**src/rtl/uart_cc_pkg.sv**
```systemverilog
package uart_cc_pkg;
   typedef enum logic [1:0] {
      MP_MR0 = 2'd0,
      MP_MR1 = 2'd1,
      MP_MR2 = 2'd2
   } mptr_e;

   localparam logic [1:0] OFS_MODE = 2'd0;
   localparam logic [1:0] OFS_STAT = 2'd1;
   localparam logic [1:0] OFS_CMD  = 2'd2;
   localparam logic [1:0] OFS_DATA = 2'd3;

   localparam logic [3:0] CC_PTR_MR1 = 4'h1;
   localparam logic [3:0] CC_RX_RST  = 4'h2;
   localparam logic [3:0] CC_TX_RST  = 4'h3;
   localparam logic [3:0] CC_ERR_CLR = 4'h4;
   localparam logic [3:0] CC_BRK_CLR = 4'h5;
   localparam logic [3:0] CC_BRK_ON  = 4'h6;
   localparam logic [3:0] CC_BRK_OFF = 4'h7;
   localparam logic [3:0] CC_PTR_MR0 = 4'hB;

   typedef struct packed {
      logic [3:0] code;
      logic       tx_off;
      logic       tx_on;
      logic       rx_off;
      logic       rx_on;
   } cmd_word_t;
endpackage

```
**src/rtl/uart_cc_decode.sv**
```systemverilog
module uart_cc_decode #(
   parameter int ADDR_W  = 4,
   parameter int CHAN_ID = 0
) (
   input  logic [ADDR_W-1:0] addr,
   input  logic              wr,
   input  logic              rd,
   output logic              mode_acc,
   output logic              mode_wr,
   output logic              csel_wr,
   output logic              cmd_wr,
   output logic              thr_wr,
   output logic              rhr_rd,
   output logic              rd_hit,
   output logic [1:0]        rd_sel
);
   import uart_cc_pkg::*;

   localparam int WIN_W = ADDR_W - 3;
   localparam logic [WIN_W-1:0] WIN = WIN_W'(CHAN_ID);

   logic       hit;
   logic [1:0] ofs;

   assign hit = (addr[ADDR_W-1:3] == WIN) && !addr[2];
   assign ofs = addr[1:0];

   assign mode_acc = hit && (wr || rd) && (ofs == OFS_MODE);
   assign mode_wr  = hit && wr && (ofs == OFS_MODE);
   assign csel_wr  = hit && wr && (ofs == OFS_STAT);
   assign cmd_wr   = hit && wr && (ofs == OFS_CMD);
   assign thr_wr   = hit && wr && (ofs == OFS_DATA);
   assign rhr_rd   = hit && rd && (ofs == OFS_DATA);
   assign rd_hit   = hit && rd;
   assign rd_sel   = ofs;
endmodule

```
**src/rtl/uart_cc_cmd.sv**
```systemverilog
module uart_cc_cmd #(
   parameter int  DATA_W  = 8,
   parameter bit  HAS_MR0 = 1'b1
) (
   input  logic              clk,
   input  logic              rst_n,
   input  logic              cmd_wr,
   input  logic [DATA_W-1:0] wdata,
   output logic              rx_en,
   output logic              tx_en,
   output logic              rx_rst_p,
   output logic              tx_rst_p,
   output logic              err_clr_p,
   output logic              brk_clr_p,
   output logic              brk_on,
   output logic              go_mr1,
   output logic              go_mr0
);
   import uart_cc_pkg::*;

   cmd_word_t c;
   assign c = cmd_word_t'(wdata[7:0]);

   assign go_mr1 = cmd_wr && (c.code == CC_PTR_MR1);

   generate
      if (HAS_MR0) begin : g_mr0_cmd
         assign go_mr0 = cmd_wr && (c.code == CC_PTR_MR0);
      end else begin : g_no_mr0_cmd
         assign go_mr0 = 1'b0;
      end
   endgenerate

   always_ff @(posedge clk or negedge rst_n) begin
      if (!rst_n) begin
         rx_en     <= 1'b0;
         tx_en     <= 1'b0;
         rx_rst_p  <= 1'b0;
         tx_rst_p  <= 1'b0;
         err_clr_p <= 1'b0;
         brk_clr_p <= 1'b0;
         brk_on    <= 1'b0;
      end else begin
         rx_rst_p  <= 1'b0;
         tx_rst_p  <= 1'b0;
         err_clr_p <= 1'b0;
         brk_clr_p <= 1'b0;
         if (cmd_wr) begin
            if (c.rx_off)     rx_en <= 1'b0;
            else if (c.rx_on) rx_en <= 1'b1;
            if (c.tx_off)     tx_en <= 1'b0;
            else if (c.tx_on) tx_en <= 1'b1;
            case (c.code)
               CC_RX_RST: begin
                  rx_rst_p <= 1'b1;
                  rx_en    <= 1'b0;
               end
               CC_TX_RST: begin
                  tx_rst_p <= 1'b1;
                  tx_en    <= 1'b0;
               end
               CC_ERR_CLR: err_clr_p <= 1'b1;
               CC_BRK_CLR: brk_clr_p <= 1'b1;
               CC_BRK_ON:  brk_on    <= 1'b1;
               CC_BRK_OFF: brk_on    <= 1'b0;
               default: ;
            endcase
         end
      end
   end
endmodule

```
**src/rtl/uart_cc_mode.sv**
```systemverilog
module uart_cc_mode #(
   parameter int DATA_W  = 8,
   parameter bit HAS_MR0 = 1'b1
) (
   input  logic              clk,
   input  logic              rst_n,
   input  logic              mode_acc,
   input  logic              mode_wr,
   input  logic [DATA_W-1:0] wdata,
   input  logic              go_mr1,
   input  logic              go_mr0,
   output logic [DATA_W-1:0] mode_rdata,
   output logic              fifo_deep,
   output logic              tx_half,
   output logic [4:0]        fmt,
   output logic [3:0]        stop_code
);
   import uart_cc_pkg::*;

   mptr_e             ptr;
   logic [DATA_W-1:0] mr0;
   logic [DATA_W-1:0] mr1;
   logic [DATA_W-1:0] mr2;

   always_ff @(posedge clk or negedge rst_n) begin
      if (!rst_n) begin
         ptr <= MP_MR1;
      end else if (go_mr0) begin
         ptr <= MP_MR0;
      end else if (go_mr1) begin
         ptr <= MP_MR1;
      end else if (mode_acc) begin
         case (ptr)
            MP_MR0:  ptr <= MP_MR1;
            default: ptr <= MP_MR2;
         endcase
      end
   end

   generate
      if (HAS_MR0) begin : g_mr0
         always_ff @(posedge clk or negedge rst_n) begin
            if (!rst_n)                          mr0 <= '0;
            else if (mode_wr && ptr == MP_MR0)   mr0 <= wdata;
         end
      end else begin : g_no_mr0
         assign mr0 = '0;
      end
   endgenerate

   always_ff @(posedge clk or negedge rst_n) begin
      if (!rst_n) begin
         mr1 <= '0;
         mr2 <= '0;
      end else if (mode_wr) begin
         if (ptr == MP_MR1) mr1 <= wdata;
         if (ptr == MP_MR2) mr2 <= wdata;
      end
   end

   always_comb begin
      case (ptr)
         MP_MR0:  mode_rdata = mr0;
         MP_MR1:  mode_rdata = mr1;
         default: mode_rdata = mr2;
      endcase
   end

   assign fifo_deep = mr0[3];
   assign tx_half   = mr0[4];
   assign fmt       = mr1[4:0];
   assign stop_code = mr2[3:0];
endmodule

```
**src/rtl/uart_chan_ctrl.sv**
```systemverilog
module uart_chan_ctrl #(
   parameter int ADDR_W  = 4,
   parameter int DATA_W  = 8,
   parameter int CHAN_ID = 0,
   parameter bit HAS_MR0 = 1'b1
) (
   input  logic              clk,
   input  logic              rst_n,
   input  logic [ADDR_W-1:0] bus_addr,
   input  logic              bus_wr,
   input  logic              bus_rd,
   input  logic [DATA_W-1:0] bus_wdata,
   output logic [DATA_W-1:0] bus_rdata,
   input  logic              st_rx_ready,
   input  logic              st_fifo_full,
   input  logic              st_tx_ready,
   input  logic              st_tx_empty,
   input  logic              st_overrun,
   input  logic              st_parity_err,
   input  logic              st_frame_err,
   input  logic              st_rx_break,
   input  logic [DATA_W-1:0] rx_byte,
   output logic              rx_enable,
   output logic              tx_enable,
   output logic              rx_reset_p,
   output logic              tx_reset_p,
   output logic              err_clear_p,
   output logic              brk_chg_clear_p,
   output logic              break_on,
   output logic              tx_load_p,
   output logic [DATA_W-1:0] tx_byte,
   output logic              rx_pop_p,
   output logic [DATA_W-1:0] clk_sel,
   output logic [3:0]        char_bits,
   output logic              parity_en,
   output logic              parity_odd,
   output logic              stop_two,
   output logic              fifo_deep,
   output logic              tx_half_level
);
   import uart_cc_pkg::*;

   generate
      if (DATA_W != 8) begin : g_bad_data_w
         $error("uart_chan_ctrl: DATA_W must be 8");
      end
      if (ADDR_W < 4) begin : g_bad_addr_w
         $error("uart_chan_ctrl: ADDR_W must be at least 4");
      end
      if (CHAN_ID < 0 || CHAN_ID >= (1 << (ADDR_W - 3))) begin : g_bad_chan
         $error("uart_chan_ctrl: CHAN_ID outside the address space");
      end
   endgenerate

   logic              mode_acc, mode_wr, csel_wr, cmd_wr, thr_wr, rhr_rd, rd_hit;
   logic [1:0]        rd_sel;
   logic              go_mr1, go_mr0;
   logic [DATA_W-1:0] mode_rdata;
   logic [4:0]        fmt;
   logic [3:0]        stop_code;
   logic [DATA_W-1:0] status;

   uart_cc_decode #(.ADDR_W(ADDR_W), .CHAN_ID(CHAN_ID)) u_dec (
      .addr     (bus_addr),
      .wr       (bus_wr),
      .rd       (bus_rd),
      .mode_acc (mode_acc),
      .mode_wr  (mode_wr),
      .csel_wr  (csel_wr),
      .cmd_wr   (cmd_wr),
      .thr_wr   (thr_wr),
      .rhr_rd   (rhr_rd),
      .rd_hit   (rd_hit),
      .rd_sel   (rd_sel)
   );

   uart_cc_cmd #(.DATA_W(DATA_W), .HAS_MR0(HAS_MR0)) u_cmd (
      .clk       (clk),
      .rst_n     (rst_n),
      .cmd_wr    (cmd_wr),
      .wdata     (bus_wdata),
      .rx_en     (rx_enable),
      .tx_en     (tx_enable),
      .rx_rst_p  (rx_reset_p),
      .tx_rst_p  (tx_reset_p),
      .err_clr_p (err_clear_p),
      .brk_clr_p (brk_chg_clear_p),
      .brk_on    (break_on),
      .go_mr1    (go_mr1),
      .go_mr0    (go_mr0)
   );

   uart_cc_mode #(.DATA_W(DATA_W), .HAS_MR0(HAS_MR0)) u_mode (
      .clk        (clk),
      .rst_n      (rst_n),
      .mode_acc   (mode_acc),
      .mode_wr    (mode_wr),
      .wdata      (bus_wdata),
      .go_mr1     (go_mr1),
      .go_mr0     (go_mr0),
      .mode_rdata (mode_rdata),
      .fifo_deep  (fifo_deep),
      .tx_half    (tx_half_level),
      .fmt        (fmt),
      .stop_code  (stop_code)
   );

   always_ff @(posedge clk or negedge rst_n) begin
      if (!rst_n) begin
         tx_load_p <= 1'b0;
         rx_pop_p  <= 1'b0;
         tx_byte   <= '0;
         clk_sel   <= '0;
      end else begin
         tx_load_p <= thr_wr;
         rx_pop_p  <= rhr_rd;
         if (thr_wr)  tx_byte <= bus_wdata;
         if (csel_wr) clk_sel <= bus_wdata;
      end
   end

   assign status = {st_rx_break, st_frame_err, st_parity_err, st_overrun,
                    st_tx_empty, st_tx_ready, st_fifo_full, st_rx_ready};

   always_comb begin
      bus_rdata = '0;
      if (rd_hit) begin
         case (rd_sel)
            OFS_MODE: bus_rdata = mode_rdata;
            OFS_STAT: bus_rdata = status;
            OFS_DATA: bus_rdata = rx_byte;
            default:  bus_rdata = '0;
         endcase
      end
   end

   assign char_bits  = 4'd5 + {2'b00, fmt[1:0]};
   assign parity_en  = (fmt[4:3] == 2'b00);
   assign parity_odd = parity_en && fmt[2];
   assign stop_two   = stop_code[3];
endmodule

```
**config.mk**
```make
export PLATFORM = sky130hd
export DESIGN_NAME = uart_chan_ctrl
export DESIGN_NICKNAME = d
export VERILOG_FILES = /design/src/rtl/uart_cc_pkg.sv /design/src/rtl/uart_cc_decode.sv /design/src/rtl/uart_cc_cmd.sv /design/src/rtl/uart_cc_mode.sv /design/src/rtl/uart_chan_ctrl.sv
export SDC_FILE = /design/constraint.sdc
export NUM_CORES = 1
export LEC_CHECK = 0
export BUFFER_PORTS_ARGS = -buffer_cell sky130_fd_sc_hd__buf_2
export CORE_MARGIN = 3
export CORE_UTILIZATION = 45
export DETAILED_ROUTE_END_ITERATION = 8
export PLACE_DENSITY = 0.74
export SYNTH_ARGS = -nofsm -noshare
export SYNTH_HDL_FRONTEND = slang
export SYNTH_SLANG_ARGS = --single-unit
```
**constraint.sdc**
```tcl
create_clock -name clk -period 1.45 [get_ports clk]
set_input_delay 0 -clock clk [delete_from_list [all_inputs] [get_ports clk]]
set_output_delay 0 -clock clk [all_outputs]
set_load 0.05 [all_outputs]
```
==> summary.md, run 1 <==
• 0 — total count of max-transition violations in the final report
• -0.104 ns — worst setup timing slack at the placement stage
• 63.0% — fin util
• 32 — library cells used by synthesis
• clkbuf_8 — CTS Root Cell
• 5 — CTS buffer count
• 0 — count of synthesis-stage warnings from yosys
• 0.04 ns — reg2reg setup slack
• 126% — share of the clock period used by the worst path
• 4 — drt first pass iters
• 2 — maximum number of buffers from clock root to sink
• bus_rd — hold path startpoint
• register — startpoint kind of the worst setup timing path
• 0.57 ns — largest incremental delay on the critical path
• 96 — DRC marker count from the first detailed-route iteration
• 2 — sum of buffers and inverters on the critical path
• 8 — Final setup viols
• 18.9% — combined global-route utilization of all metal layers
• 343 — total instance count after detailed placement
• 80.8 um — Die Width
• 16.2 um — routed wire length per instance
• 0 — initial antenna violation count
• 2 — biggest fanout along the worst timing path
• 0.09 ns — post-CTS clock slew at the launch and capture registers of the worst setup and hold paths
• flip-flops — dominant delay contributor by cell family on the critical path
• 1.83 ns — time the worst path needs with I/O delays and setup
• 50.8% — portion of the post-synthesis area used by sequential elements
• output pin — kind of end point of the critical path
• 47.7% — effective utilization at floorplan
• finished with violations — status
• 52 — maximum number of pins on one net before global-route repair
• 6520 um2 — full die area
• 5270 um2 — Core Region
• 547 MHz — maximum frequency from static timing analysis
• 12.7 um2 — Mean Syn Cell Area
• 355 — Final Instance Count excl. Fillers
• 74 — IO Count
• setup timing — violated checks
• 5750 um — final wirelength
• 198 — gate count of the mapped netlist
• 2 — cell count of the worst hold path
• 80.8 um — vertical extent of the die
• 1240 um2 — area of the multi-input gates
• 51 — CTS sink count
• 231 — Synthesized Nets
• 0 — number of flops mapped to enable cells by yosys
• 1.64 nW — leak pwr
• 0 — number of max-capacitance violations reported
• 4.77 mW — total power
• 0.30 ns — insertion delay of the later-clocked pin in the worst-skew pair
• 1884 — number of global-route vias before repair
• yes — TritonCTS clock tree
• 0.308 ns — actual slew at the worst max-slew pin
• 2 — maximum level of the CTS H-tree
• -0.379 ns — Final Worst Setup Slack
• 0 — post-detailed-route DRC marker count
• 5.32 — routed vias/inst
• 9430 um — wire length of the first global-routing pass
• 1.45 ns — endpoint required time on the critical path
• dfstp_2 — standard cell with the maximum stage delay on the critical path
• buf_4 -> mux2_4 -> o211ai_1 -> a31oi_4 -> buf_6 — worst-path cell chain
• 31.9% — synthesis-to-layout area growth
• 0 — Hold Vio Cnt, Final
• 2520 um2 — area of the mapped netlist
• 1280 um2 — sequential standard cell area
• dfrtp_1 — dominant synthesized flop cell
• u_mode.mr0[2]$_DFFE_PN0P_ — terminus of the critical flop-to-flop path
• 0 — gr ovfl total
• 442 — fill cell total of the finished layout
• 317 — Final #Nets
• 0.00271 ns — Post-Route Skew
• 1887 — DR vias
• 0.946 mV — VDD IR max
• 0.804 — Routability Congestion
• reg2out — Worst Path Class, Setup
• 1440 nW/um2 — power density over the cells
• in2reg — worst min-delay path class
• 4 — depth of the worst register-to-register path
• 1.83 ns — arrival time worst endpoint
• 79.4% — max-slew headroom at the worst pin
• 100% — proportion of register bits with asynchronous set or reset after synthesis
• 4260 um — sum of net half-perimeters after detailed placement
• 57.9% — proportion of layout cells with a drive suffix above 1
• 26 — Placement Rows
• 73 — number of buffer cells added on primary ports
• yes — unrepaired setup endpoints after global routing
• u_mode.ptr[0]$_DFFE_PN1P_ — reg-to-reg startpoint
• 0 — post-route ant nets
• rx_pop_p$_DFF_PN0_ — endpoint with the worst hold slack
• 51 — synthesis-stage register bit count
• 0 — Ant. Diodes
## sequential cells by signal, summed over array words and instances, names as in the netlist
register	flops
clk_sel	8
tx_byte	8
u_mode.mr0	8
u_mode.mr1	8
u_mode.mr2	8
u_mode.ptr	2
rx_pop_p	1
tx_load_p	1
u_cmd.brk_clr_p	1
u_cmd.brk_on	1
u_cmd.err_clr_p	1
u_cmd.rx_en	1
u_cmd.rx_rst_p	1
u_cmd.tx_en	1
u_cmd.tx_rst_p	1
## power by group
| part | total [mW] | leakage, nW | internal (mW) | switching [mW] |
|---|---|---|---|---|
| clock | 0.889 | 0.0505 | 0.434 | 0.455 |
| combinational | 1.95 | 0.934 | 0.738 | 1.21 |
| sequential | 1.94 | 0.651 | 1.73 | 0.201 |
## cell families after synthesis
logic type,after synthesis,synth area share [%]
muxes,49,21.9
adders and majority gates,1,0.497
DFF,51,50.8
buffers and inverters,16,3.33
and+or+nand+nor,55,16.5
AOI/OAI and AO/OA,26,7.01
## final cells by class
type,instances,share of cell area [%]
tap,70,2.64
multi-input combinational,131,37.3
clock buffer,7,2.90
clock inverter,1,0.226
inverter,3,0.339
timing repair buffer,92,18.1
sequential,51,38.5
## per-layer routing
metal / vias up / track usage, % / share of wire [%]
met4: 0 / 5.07 / 1.7
met2: 46 / 32.8 / 50
met3: 10 / 4.21 / 5.2
li1: 904 / - / -
met1: 927 / 23.8 / 43
met5: - / 0 / 0
## how the worst max path moves through the flow
stage	to	depth (start not counted)	slack, ns	startpoint
floorplan	bus_rdata[0]	4	-0.05	u_mode.ptr[0]$_DFFE_PN1P_
detailed placement	bus_rdata[2]	5	-0.10	u_mode.ptr[0]$_DFFE_PN1P_
global route	bus_rdata[4]	5	-0.45	u_mode.ptr[0]$_DFFE_PN1P_
finish	bus_rdata[4]	5	-0.38	u_mode.ptr[0]$_DFFE_PN1P_
CTS	bus_rdata[2]	5	-0.40	u_mode.ptr[0]$_DFFE_PN1P_
global placement	bus_rdata[2]	5	-0.1	u_mode.ptr[0]$_DFFE_PN1P_
## cells in the final DEF (no fill, tap or decap), types with 2 or more instances in the layout
cell | netlist | routed
buf_2 | 7 | 65
dfrtp_1 | 50 | 50
mux2_2 | 49 | 43
buf_4 | 2 | 14
nand3b_1 | 9 | 9
nand2b_1 | 8 | 8
o211ai_1 | 8 | 8
nand3_1 | 8 | 8
buf_6 | 1 | 8
a31oi_2 | 0 | 7
clkbuf_8 | 0 | 7
nor2_1 | 7 | 6
mux2_4 | 0 | 6
a31oi_1 | 12 | 4
inv_1 | 3 | 3
nor2b_1 | 3 | 3
and2_1 | 3 | 3
nand4_1 | 3 | 3
and3_1 | 3 | 3
buf_12 | 0 | 3
and4_1 | 2 | 2
a21o_1 | 2 | 2
a21oi_1 | 2 | 2
or2_2 | 2 | 2
dlygate4sd3_1 | 0 | 2
## timing repair
action	CTS	global route
setup buffers	0	2
hold endpoints to repair	53	0
pin swaps	4	6
endpoints found under the setup margin	8	12
gates resized for setup	18	4
hold buffers	2	0
## synth_stat cells (2+ instances only)
cell type  number  share of area [%]
buf_4           2               0.60
nand4_1         3               0.75
a21oi_1         2               0.40
a21o_1          2               0.60
nor2b_1         3               0.75
clkbuf_1        3               0.45
dfrtp_1        50                 50
inv_1           3               0.45
mux2_2         49                 22
nand2b_1        8                2.0
and2_1          3               0.75
nand3_1         8                1.6
o211ai_1        8                2.4
and4_1          2               0.70
a31oi_1        12                3.0
and3_1          3               0.75
nor2_1          7                1.0
or2_2           2               0.50
nand3b_1        9                2.7
buf_2           7                1.4
## stage by stage
stage	setup TNS [ns]	cell area (um2)	hold slack, ns
after floorplan	-0.347	2580	-0.296
after global placement	-0.512	3110	0.0124
after detailed placement	-0.578	3110	0.0118
after CTS	-2.99	3290	0.0116
after global routing	-3.59	3320	0.0224
final	-2.83	3320	0.0143
Power figures use the tool's default switching activity.
==> run 2, diff against run 1 <==
--- a/config.mk
+++ b/config.mk
@@ -5,7 +5,7 @@
 export SDC_FILE = /design/constraint.sdc
 export NUM_CORES = 1
 export LEC_CHECK = 0
-export BUFFER_PORTS_ARGS = -buffer_cell sky130_fd_sc_hd__buf_2
+export BUFFER_PORTS_ARGS = -buffer_cell sky130_fd_sc_hd__clkbuf_2
 export CORE_MARGIN = 3
 export CORE_UTILIZATION = 45
 export DETAILED_ROUTE_END_ITERATION = 8
==> run 2 against run 1 <==
Compared with the run above: the flow still finishes with violations (setup timing); core utilization grew 2.7 points; clock skew is 0.0039 ns higher; fmax shrank 4.5%; setup slack worse by 0.087 ns; cell area up 4.3%; hold slack lost 0.011 ns; critical path type unchanged; largest cell class is now multi-input gates; largest power group unchanged; highest routed layer unchanged.
==> summary.md, run 2 (synthesis results as in run 1) <==
• finished with violations — status
• setup timing — violated checks
• 522 MHz — maximum frequency from static timing analysis, -4.5%
• 0 — post-route ant nets, unchanged
• reg2out — Worst Path Class, Setup
• 0.00378 ns — smallest hold slack, -0.0105 ns
• 0.31 ns — insertion delay of the later-clocked pin in the worst-skew pair, about the same
• 2 — maximum level of the CTS H-tree, unchanged
• 8 — biggest fanout along the worst timing path, +6
• 1.45 ns — endpoint required time on the critical path, about the same
• 19.6% — combined global-route utilization of all metal layers, +0.70 points
• 26 — Placement Rows, unchanged
• 73 — number of buffer cells added on primary ports, unchanged
• dfstp_2 — standard cell with the maximum stage delay on the critical path
• 37.6% — synthesis-to-layout area growth
• 132% — share of the clock period used by the worst path, +6.0 points
• 5.54% — global-route met3 utilization, +1.3 points
• 4.91 mW — total power, +2.9%
• -6.74 ns — aggregate negative setup slack, -3.91 ns
• 0 — post-detailed-route DRC marker count, unchanged
• in2reg — worst min-delay path class
• 1.92 ns — time the worst path needs with I/O delays and setup, +0.0869 ns
• register — startpoint kind of the worst setup timing path
• 1.74 nW — leak pwr, +6.5%
• 47.7% — effective utilization at floorplan, unchanged
• 1970 — DR vias, +4.4%
• 33.1% — met2 Track Usage GR, +0.33 points
• 0.58 ns — largest incremental delay on the critical path, about the same
• 0.520 ns — actual slew at the worst max-slew pin, +0.212 ns
• 51 — CTS sink count, unchanged
• 5.47 — routed vias/inst, +2.9%
• 0 — Ant. Diodes, unchanged
• 1.92 ns — arrival time worst endpoint, +0.09 ns
• 6520 um2 — full die area, unchanged
• 0 — gr ovfl total, unchanged
• 0.921 mV — VDD IR max, -2.6%
• 80.8 um — vertical extent of the die, unchanged
• clkbuf_2 — most common cell after layout, fill and taps aside
• clkbuf_8 — CTS Root Cell
• 360 — Final Instance Count excl. Fillers, +1.4%
• 322 — Final #Nets, +1.6%
• 5270 um2 — Core Region, unchanged
• buf_12 -> mux2_4 -> o211ai_1 -> a31oi_2 -> clkbuf_8 — worst-path cell chain
• 6 — depth of the worst register-to-register path, +2
• 5 — CTS buffer count, unchanged
• 3140 um2 — Post-Place Cell Area, +0.97%
• 0.00661 ns — Post-Route Skew, +0.00390 ns
• 0 — initial antenna violation count, unchanged
• 3460 um2 — Final Cell Area, +4.3%
• 65 x clkbuf_2, 50 x dfrtp_1, 30 x mux2_2 — leading cell types in the layout, fill and taps excluded
• 80.8 um — Die Width, unchanged
• met2 — peak-usage layer in the global routing report
• -0.466 ns — Final Worst Setup Slack, -0.0869 ns
• 0 — total count of max-transition violations in the final report, unchanged
• 0 — Hold Vio Cnt, Final, unchanged
• 2 — cell count of the worst hold path, unchanged
• 25.1% — met1 track utilization from global routing, +1.3 points
• 21 — maximum number of pins on one net before global-route repair, -60%
• 74 — IO Count, unchanged
• 59.0% — proportion of layout cells with a drive suffix above 1, +1.1 points
• 33 — Final setup viols, +25
• 65.3% — max-slew headroom at the worst pin, -14 points
• 0.10 ns — post-CTS clock slew at the launch and capture registers of the worst setup and hold paths, about the same
• 345 — total instance count after detailed placement, +0.58%
• 4 — drt first pass iters, unchanged
• 17.7 um — routed wire length per instance, +9.4%
• 0 — number of max-capacitance violations reported, unchanged
• 0.819 — Routability Congestion, +1.8%
• 2 — maximum number of buffers from clock root to sink, unchanged
• 415 — fill cell total of the finished layout, -6.1%
• 1420 nW/um2 — power density over the cells, -1.4%
• 4470 um — sum of net half-perimeters after detailed placement, +5.0%
• output pin — kind of end point of the critical path
• 9650 um — wire length of the first global-routing pass, +2.4%
• 1939 — number of global-route vias before repair, +2.9%
• yes — unrepaired setup endpoints after global routing
• 6380 um — final wirelength, +11%
• 127 — DRC marker count from the first detailed-route iteration, +32%
• yes — TritonCTS clock tree
==> run 2: layer usage <==
metal	part of all wire (%)	wire (um)
met5	0	0
met4	1.1	73
met3	4.4	280
met2	51	3270
met1	43	2750
==> run 2: stage by stage <==
stage | setup WS, ns | util, %
global placement | -0.102 | 59.5
CTS | -0.417 | 63.4
detailed placement | -0.138 | 59.5
floorplan | -0.0518 | -
global route | -0.505 | 65.7
finish | -0.466 | 65.7
==> run 2: area by class of cell <==
class / instances / area [um2] / share of cell area, %
sequential: 51 / 1280 / 36.9
multi-input combinational: 131 / 1300 / 37.6
inverter: 3 / 11.3 / 0.325
clock inverter: 3 / 27.5 / 0.795
timing repair buffer: 97 / 687 / 19.8
tap: 70 / 87.6 / 2.53
clock buffer: 5 / 68.8 / 1.99
==> run 2: worst max-delay path, delay by kind of cell, from the launching register on <==
kind / cells / cell delay [ns]
flip-flops: 1 / 0.58
buffers and inverters: 2 / 0.32
AO/OA/AOI/OAI: 2 / 0.40
multiplexers: 1 / 0.30
==> run 2: worst paths after layout <==
kind,startpoint,end,slack (ns)
min in group asynchronous,rst_n,u_mode.mr0[6]$_DFFE_PN0P_,0.18
min,bus_rd,rx_pop_p$_DFF_PN0_,0.004
max in group asynchronous,rst_n,u_mode.mr1[4]$_DFFE_PN0P_,0.70
min reg2reg,tx_byte[6]$_DFFE_PN0P_,tx_byte[6]$_DFFE_PN0P_,0.51
max reg2reg,u_mode.ptr[0]$_DFFE_PN1P_,u_mode.mr1[7]$_DFFE_PN0P_,-0.15
max,u_mode.ptr[0]$_DFFE_PN1P_,bus_rdata[1],-0.47
==> run 2: where the power goes <==
group / internal, mW / switching (mW) / total, mW
registers: 1.73 / 0.225 / 1.96
clock network: 0.355 / 0.522 / 0.877
logic: 0.826 / 1.25 / 2.08
==> run 2: what timing repair did <==
action,4_1_cts,5_1_grt
gates resized for setup,18,28
setup buffers,1,4
hold endpoints to repair,18,0
hold buffers,2,0
pin swaps,4,7
endpoints found under the setup margin,8,33
